===== config.mk =====
export PLATFORM = sky130hd
export DESIGN_NAME = irq_accept_unit
export DESIGN_NICKNAME = d
export VERILOG_FILES = /design/src/rtl/irq_pkg.sv /design/src/rtl/irq_latch.sv /design/src/rtl/irq_svc_seq.sv /design/src/rtl/irq_accept_unit.sv
export SDC_FILE = /design/constraint.sdc
export NUM_CORES = 1
export LEC_CHECK = 0
export BUFFER_PORTS_ARGS = -buffer_cell sky130_fd_sc_hd__buf_4
export CORE_MARGIN = 2
export CORE_UTILIZATION = 52
export DETAILED_ROUTE_END_ITERATION = 10
export HOLD_SLACK_MARGIN = 0.05
export MAX_ROUTING_LAYER = met4
export PLACE_DENSITY = 0.88
export SYNTH_ARGS = -nofsm -noshare
export SYNTH_HDL_FRONTEND = slang
export SYNTH_SLANG_ARGS = --single-unit
export TNS_END_PERCENT = 20

===== constraint.sdc =====
create_clock -name clk -period 2.2 [get_ports clk]
set_clock_uncertainty 0.05 [all_clocks]
set_input_delay 0.22 -clock clk [delete_from_list [all_inputs] [get_ports clk]]
set_output_delay 0.22 -clock clk [all_outputs]
set_load 0.005 [all_outputs]

===== src/rtl/irq_pkg.sv =====
package irq_pkg;
    typedef enum logic [2:0] {
        ST_IDLE    = 3'd0,
        ST_PUSH_HI = 3'd1,
        ST_PUSH_LO = 3'd2,
        ST_RD_LO   = 3'd3,
        ST_RD_HI   = 3'd4,
        ST_LOAD    = 3'd5
    } svc_state_e;
endpackage


===== src/rtl/irq_latch.sv =====
module irq_latch #(
    parameter int MODE_W = 2
) (
    input  logic              clk,
    input  logic              rst_n,
    input  logic              nmi_req_i,
    input  logic              irq_req_i,
    input  logic              ie_we_i,
    input  logic              ie_val_i,
    input  logic              mode_we_i,
    input  logic [MODE_W-1:0] mode_val_i,
    input  logic              clr_nmi_i,
    input  logic              clr_irq_i,
    output logic              nmi_pend_o,
    output logic              irq_pend_o,
    output logic              iff1_o,
    output logic              iff2_o,
    output logic [MODE_W-1:0] mode_o
);
    typedef struct packed {
        logic              nmi_pend;
        logic              irq_pend;
        logic              iff1;
        logic              iff2;
        logic [MODE_W-1:0] mode;
    } lat_t;

    lat_t q, d;

    always_comb begin
        d = q;
        if (ie_we_i) begin
            d.iff1 = ie_val_i;
            d.iff2 = ie_val_i;
        end
        if (mode_we_i) d.mode = mode_val_i;
        if (clr_nmi_i) d.nmi_pend = 1'b0;
        if (clr_irq_i) d.irq_pend = 1'b0;
        if (irq_req_i && q.iff1) d.irq_pend = 1'b1;
        if (nmi_req_i) begin
            d.nmi_pend = 1'b1;
            d.iff1     = 1'b0;
        end
    end

    always_ff @(posedge clk) begin
        if (!rst_n) begin
            q.nmi_pend <= 1'b0;
            q.irq_pend <= 1'b0;
            q.iff1     <= 1'b1;
            q.iff2     <= 1'b1;
            q.mode     <= '0;
        end else begin
            q <= d;
        end
    end

    assign nmi_pend_o = q.nmi_pend;
    assign irq_pend_o = q.irq_pend;
    assign iff1_o     = q.iff1;
    assign iff2_o     = q.iff2;
    assign mode_o     = q.mode;


    nmi_latch_chk: assert property (@(posedge clk) disable iff (!rst_n)
        nmi_req_i |=> (q.nmi_pend && !q.iff1));


    irq_masked_chk: assert property (@(posedge clk) disable iff (!rst_n)
        (irq_req_i && !q.iff1 && !q.irq_pend) |=> !q.irq_pend);
endmodule


===== src/rtl/irq_svc_seq.sv =====
module irq_svc_seq
    import irq_pkg::*;
#(
    parameter int          ADDR_W    = 16,
    parameter int          DATA_W    = 8,
    parameter int          MODE_W    = 2,
    parameter logic [15:0] NMI_VEC   = 16'h0066,
    parameter logic [15:0] RST_VEC   = 16'h0038
) (
    input  logic              clk,
    input  logic              rst_n,
    input  logic              nmi_pend_i,
    input  logic              irq_pend_i,
    input  logic [MODE_W-1:0] mode_i,
    input  logic [ADDR_W-1:0] pc_i,
    input  logic [ADDR_W-1:0] sp_i,
    input  logic [DATA_W-1:0] page_i,
    input  logic [DATA_W-1:0] bus_byte_i,
    input  logic [DATA_W-1:0] mem_rdata_i,
    output logic              in_service_o,
    output logic              mem_we_o,
    output logic              mem_re_o,
    output logic [ADDR_W-1:0] mem_addr_o,
    output logic [DATA_W-1:0] mem_wdata_o,
    output logic              pc_load_o,
    output logic [ADDR_W-1:0] pc_value_o,
    output logic              sp_load_o,
    output logic [ADDR_W-1:0] sp_value_o,
    output logic              clr_nmi_o,
    output logic              clr_irq_o,
    output logic              mode_err_o
);
    localparam int HI_W = ADDR_W - DATA_W;

    typedef struct packed {
        svc_state_e        st;
        logic              src_nmi;
        logic              use_table;
        logic              mode0;
        logic [ADDR_W-1:0] sp_new;
        logic [ADDR_W-1:0] pc_save;
        logic [ADDR_W-1:0] tab_addr;
        logic [ADDR_W-1:0] vec;
    } seq_t;

    seq_t q, d;

    always_comb begin
        d            = q;
        mem_we_o     = 1'b0;
        mem_re_o     = 1'b0;
        mem_addr_o   = '0;
        mem_wdata_o  = '0;
        pc_load_o    = 1'b0;
        pc_value_o   = '0;
        sp_load_o    = 1'b0;
        sp_value_o   = '0;
        clr_nmi_o    = 1'b0;
        clr_irq_o    = 1'b0;
        mode_err_o   = 1'b0;
        unique case (q.st)
            ST_IDLE: begin
                if (nmi_pend_i || irq_pend_i) begin
                    d.st        = ST_PUSH_HI;
                    d.src_nmi   = nmi_pend_i;
                    d.use_table = !nmi_pend_i && mode_i[1];
                    d.mode0     = !nmi_pend_i && (mode_i == '0);
                    d.sp_new    = sp_i - ADDR_W'(2);
                    d.pc_save   = pc_i;
                    d.tab_addr  = {page_i[HI_W-1:0], bus_byte_i[DATA_W-1:1], 1'b0};
                end
            end
            ST_PUSH_HI: begin
                mem_we_o    = 1'b1;
                mem_addr_o  = q.sp_new + ADDR_W'(1);
                mem_wdata_o = q.pc_save[ADDR_W-1:DATA_W];
                d.st        = ST_PUSH_LO;
            end
            ST_PUSH_LO: begin
                mem_we_o    = 1'b1;
                mem_addr_o  = q.sp_new;
                mem_wdata_o = q.pc_save[DATA_W-1:0];
                d.vec       = q.src_nmi ? NMI_VEC[ADDR_W-1:0] : RST_VEC[ADDR_W-1:0];
                d.st        = q.use_table ? ST_RD_LO : ST_LOAD;
            end
            ST_RD_LO: begin
                mem_re_o             = 1'b1;
                mem_addr_o           = q.tab_addr;
                d.vec[DATA_W-1:0]    = mem_rdata_i;
                d.st                 = ST_RD_HI;
            end
            ST_RD_HI: begin
                mem_re_o                 = 1'b1;
                mem_addr_o               = q.tab_addr + ADDR_W'(1);
                d.vec[ADDR_W-1:DATA_W]   = mem_rdata_i;
                d.st                     = ST_LOAD;
            end
            ST_LOAD: begin
                pc_load_o  = 1'b1;
                pc_value_o = q.vec;
                sp_load_o  = 1'b1;
                sp_value_o = q.sp_new;
                clr_nmi_o  = q.src_nmi;
                clr_irq_o  = !q.src_nmi;
                mode_err_o = q.mode0;
                d.st       = ST_IDLE;
            end
            default: d.st = ST_IDLE;
        endcase
    end

    always_ff @(posedge clk) begin
        if (!rst_n) begin
            q <= '0;
        end else begin
            q <= d;
        end
    end

    assign in_service_o = (q.st != ST_IDLE);


    push_order_chk: assert property (@(posedge clk) disable iff (!rst_n)
        (q.st == ST_PUSH_HI) |=> (mem_we_o && mem_addr_o == $past(mem_addr_o) - ADDR_W'(1)));


    err_on_restart_chk: assert property (@(posedge clk) disable iff (!rst_n)
        mode_err_o |-> (pc_load_o && pc_value_o == RST_VEC[ADDR_W-1:0]));
endmodule


===== src/rtl/irq_accept_unit.sv =====
module irq_accept_unit #(
    parameter int          ADDR_W  = 16,
    parameter int          DATA_W  = 8,
    parameter int          MODE_W  = 2,
    parameter logic [15:0] NMI_VEC = 16'h0066,
    parameter logic [15:0] RST_VEC = 16'h0038
) (
    input  logic              clk,
    input  logic              rst_n,
    input  logic              nmi_req_i,
    input  logic              irq_req_i,
    input  logic              ie_we_i,
    input  logic              ie_val_i,
    input  logic              mode_we_i,
    input  logic [MODE_W-1:0] mode_val_i,
    input  logic [ADDR_W-1:0] pc_i,
    input  logic [ADDR_W-1:0] sp_i,
    input  logic [DATA_W-1:0] page_i,
    input  logic [DATA_W-1:0] bus_byte_i,
    input  logic [DATA_W-1:0] mem_rdata_i,
    output logic              in_service_o,
    output logic              mem_we_o,
    output logic              mem_re_o,
    output logic [ADDR_W-1:0] mem_addr_o,
    output logic [DATA_W-1:0] mem_wdata_o,
    output logic              pc_load_o,
    output logic [ADDR_W-1:0] pc_value_o,
    output logic              sp_load_o,
    output logic [ADDR_W-1:0] sp_value_o,
    output logic              mode_err_o,
    output logic              iff1_o,
    output logic              iff2_o
);
    logic              nmi_pend, irq_pend, clr_nmi, clr_irq;
    logic [MODE_W-1:0] mode_cur;

    irq_latch #(.MODE_W(MODE_W)) u_latch (
        .clk        (clk),
        .rst_n      (rst_n),
        .nmi_req_i  (nmi_req_i),
        .irq_req_i  (irq_req_i),
        .ie_we_i    (ie_we_i),
        .ie_val_i   (ie_val_i),
        .mode_we_i  (mode_we_i),
        .mode_val_i (mode_val_i),
        .clr_nmi_i  (clr_nmi),
        .clr_irq_i  (clr_irq),
        .nmi_pend_o (nmi_pend),
        .irq_pend_o (irq_pend),
        .iff1_o     (iff1_o),
        .iff2_o     (iff2_o),
        .mode_o     (mode_cur)
    );

    irq_svc_seq #(
        .ADDR_W  (ADDR_W),
        .DATA_W  (DATA_W),
        .MODE_W  (MODE_W),
        .NMI_VEC (NMI_VEC),
        .RST_VEC (RST_VEC)
    ) u_seq (
        .clk          (clk),
        .rst_n        (rst_n),
        .nmi_pend_i   (nmi_pend),
        .irq_pend_i   (irq_pend),
        .mode_i       (mode_cur),
        .pc_i         (pc_i),
        .sp_i         (sp_i),
        .page_i       (page_i),
        .bus_byte_i   (bus_byte_i),
        .mem_rdata_i  (mem_rdata_i),
        .in_service_o (in_service_o),
        .mem_we_o     (mem_we_o),
        .mem_re_o     (mem_re_o),
        .mem_addr_o   (mem_addr_o),
        .mem_wdata_o  (mem_wdata_o),
        .pc_load_o    (pc_load_o),
        .pc_value_o   (pc_value_o),
        .sp_load_o    (sp_load_o),
        .sp_value_o   (sp_value_o),
        .clr_nmi_o    (clr_nmi),
        .clr_irq_o    (clr_irq),
        .mode_err_o   (mode_err_o)
    );


    take_pending_chk: assert property (@(posedge clk) disable iff (!rst_n)
        (!in_service_o && (nmi_pend || irq_pend)) |=> in_service_o);


    load_ends_chk: assert property (@(posedge clk) disable iff (!rst_n)
        pc_load_o |-> (in_service_o && sp_load_o) ##1 !in_service_o);
endmodule


==> impl_metrics.yaml <==
yosys:
  yosysWarningCount: 0
  synth_cell_type_count: 46
  synthCells: 543
  syn-cell-area_um2: 4150
  ys_seq_area_share_pct: 36.2
  ys_ff_latch: 75
  syn_area_per_cell_um2: 7.64
  syn_nets: 611
cts:
  clock_latency_ns: 0.36
  cts-root-buf: "clkbuf_8"
  cts.htree.levels: 3
  clk_pin_slew_ns: 0.08
  numCtsBuffers: 9
  cts_setup_buffers: 0
  clock_path_buffers: 2
  tritoncts: "done"
  clock_sinks: 75
drt:
  dr.pass1.iters: 5
  via_count: 4291
  drc: 0
  viasPerCell: 5.60
  drt_wl_total_um: 11900
  ant_nets: 0
  detail_route.wl_per_cell_um: 15.5
  drt-initial-drc-count: 268
final_layout:
  drive_gt1_share_pct: 27.9
  final_net_count: 727
  fillers: 628
  final_area_um2: 5490
  syn_to_final_growth_pct: 32.2
  n_antenna_cell: 0
  sequential_cell_area_um2: 1510
  multi_input_area_um2: 2460
  utilization_pct: 71.0
place:
  gp_congestion: 0.918
  portBuffers: 127
  postPlaceCellArea_um2: 5260
  dp_hpwl_um: 8450
sta:
  slew_headroom_pct: 59.3
  setup_viol: 0
  fmax_mhz: 465
  finalCriticalPeriod_ns: 2.15
  hold_viol: 0
  report.final.slew_viol_count: 0
  finalCritPeriodShare_pct: 97.7
  fin_setup_tns_ns: 0
  tightest_slew_ns: 0.611
  grt_setup_unrepaired: "yes"
setup_path:
  worst-path-buf-inv: 1
  start_kind: "flop"
  crit_fanout: 8
  cp_slowest_cell: "dfxtp_4"
  worstSetupPathType: "reg2out"
  worstPathCellList: "and4_4, and3_1, nand4_1, xor2_1, o21ai_0, buf_4"
  end_kind: "primary output"
  cp.required_ns: 1.93
  critical_path.max_stage_delay_ns: 0.39
  worstPathArrival_ns: 1.88
  cp_top_family: "simple AND/OR/NAND/NOR gates"
global_routing:
  grt_first_pass_wirelength_um: 19000
  grt_max_degree: 76
  overflow: 0
  grt_use_total_pct: 28.0
  grt_pass1_vias: 4071
  antenna_found_initial: 0
floorplanning:
  die_h_um: 93.3
  rows: 32
  die_w_um: 93.3
  ioPinCount: 129
  coreArea_um2: 7730
  start_util_pct: 53.7
  fp.dieArea_um2: 8710
power_and_ir_drop:
  power_density_nw_per_um2: 688
  total_power_uw: 3770
  ir_worst_vdd_mv: 0.464
  p_leak_uw: 0.00252
worst_hold_path:
  min_path_type: "in2reg"
job:
  cap_violations: 0
status:
  status: "finished clean"
[power breakdown]
group | switching [uW] | internal, uW
sequential | 155 | 1520
clock | 515 | 549
combinational | 569 | 467
total | 1240 | 2530
[cell usage in the layout (no fill, tap or decap), drive strengths merged, types with 2 or more instances in the layout]
cell / instances
buf: 149
nand2: 91
dfxtp: 75
o21ai: 43
and3: 37
a21boi: 36
a21oi: 34
nor2: 28
a22oi: 21
nor2b: 18
xor2: 13
nand3: 11
xnor2: 11
clkbuf: 11
inv: 10
and2: 10
o211a: 6
nand2b: 5
o22ai: 5
nand4: 4
nor3: 4
nor4: 4
mux2i: 4
a2bb2oi: 3
a31oi: 3
ha: 3
clkinv: 3
or4: 3
a21o: 2
and4: 2
o21bai: 2
[flip-flops by register name, summed over array words and instances, names as in the netlist]
signal and count:
u_latch.mode_o 2, u_latch.iff2_o 1, u_latch.nmi_pend_o 1, u_latch.iff1_o 1
u_latch.irq_pend_o 1, u_seq.q 69
[synth_stat cells (all sizes together)]
cell | number | area, um^2
xnor2 | 11 | 96.3
o31ai | 1 | 7.51
clkbuf | 38 | 143
buf | 7 | 36.3
o21bai | 2 | 15.0
dfxtp | 75 | 1500
o21ba | 1 | 10.0
mux2i | 4 | 40.0
nand4b | 1 | 8.76
o211a | 6 | 60.1
a21boi | 36 | 270
nand3b | 1 | 7.51
nand2b | 5 | 31.3
o21ai | 43 | 215
xor2 | 13 | 114
ha | 3 | 37.5
o22ai | 5 | 31.3
nor4b | 1 | 23.8
nor2b | 18 | 113
a2bb2oi | 3 | 26.3
a22oi | 21 | 158
nor3 | 4 | 20.0
nand2 | 91 | 342
nor3b | 1 | 7.51
nor4 | 4 | 25.0
o2bb2ai | 1 | 8.76
and3 | 37 | 231
nor2 | 28 | 105
a21o | 2 | 15.0
and4 | 2 | 17.5
and2 | 10 | 62.6
a31oi | 3 | 18.8
or4b | 1 | 13.8
mux2 | 1 | 11.3
nand3 | 11 | 55.1
inv | 10 | 37.5
nand4 | 4 | 25.0
o21a | 1 | 7.51
a21oi | 34 | 174
or4 | 3 | 26.3
[cell families after synthesis]
| family | after synthesis | synth area share [%] |
|---|---|---|
| flops | 75 | 36.2 |
| fa+ha+maj | 3 | 0.905 |
| xor+xnor | 24 | 5.07 |
| mux | 5 | 1.24 |
| buf+inv | 55 | 5.22 |
| simple gates | 222 | 26.9 |
| compound gates | 159 | 24.5 |
[routing by layer]
layer / routed length, um / part of all wire (%) / vias up / track usage, %
met5: 0 / 0 / - / -
met4: 337 / 2.8 / 0 / 13.2
met3: 707 / 6.0 / 29 / 5.08
met2: 5830 / 49 / 153 / 46.4
met1: 4980 / 42 / 1986 / 32.8
li1: - / - / 2123 / -
[timing repair]
item,in CTS,in global routing
hold endpoints to repair,1,0
setup endpoints to repair,8,19
pin swaps,0,0
hold buffers,1,0
resized for setup,3,11
[through the flow]
stage          worst slack [ns]  hold WS [ns]  instances
3_3_place_gp             0.0647         0.381        749
5_1_grt                 -0.0716        0.0689        766
6_report                 0.0509        0.0592        766
3_5_place_dp             0.0330         0.402        749
2_1_floorplan             0.206         0.283        543
4_1_cts                 0.00277        0.0525        766
[worst min-delay path, delay by kind of cell]
family	cells	cell delay (ns)
buffers and inverters	1	0.11
AND/OR/NAND/NOR	1	0.05
AO/OA/AOI/OAI	1	0.05
[area by class of cell]
type	count	share of cell area, %
Inverter	10	0.684
Clock buffer	11	2.58
Timing Repair Buffer	150	21.1
Tap cell	102	2.33
Clock inverter	5	0.958
Multi-Input combinational cell	413	44.8
Sequential cell	75	27.6
[path summary, 6_finish.rpt]
path	startpoint	to	slack (ns)	depth (start not counted)
setup reg to reg	u_seq.q[69]	u_seq.q[12]	0.37	5
setup / recovery	u_seq.q[50]	mem_addr_o[10]	0.05	6
hold reg to reg	u_seq.q[34]	u_seq.q[34]	0.41	2
hold / removal	pc_i[4]	u_seq.q[36]	0.06	3
(Power assumes the default switching activity.)
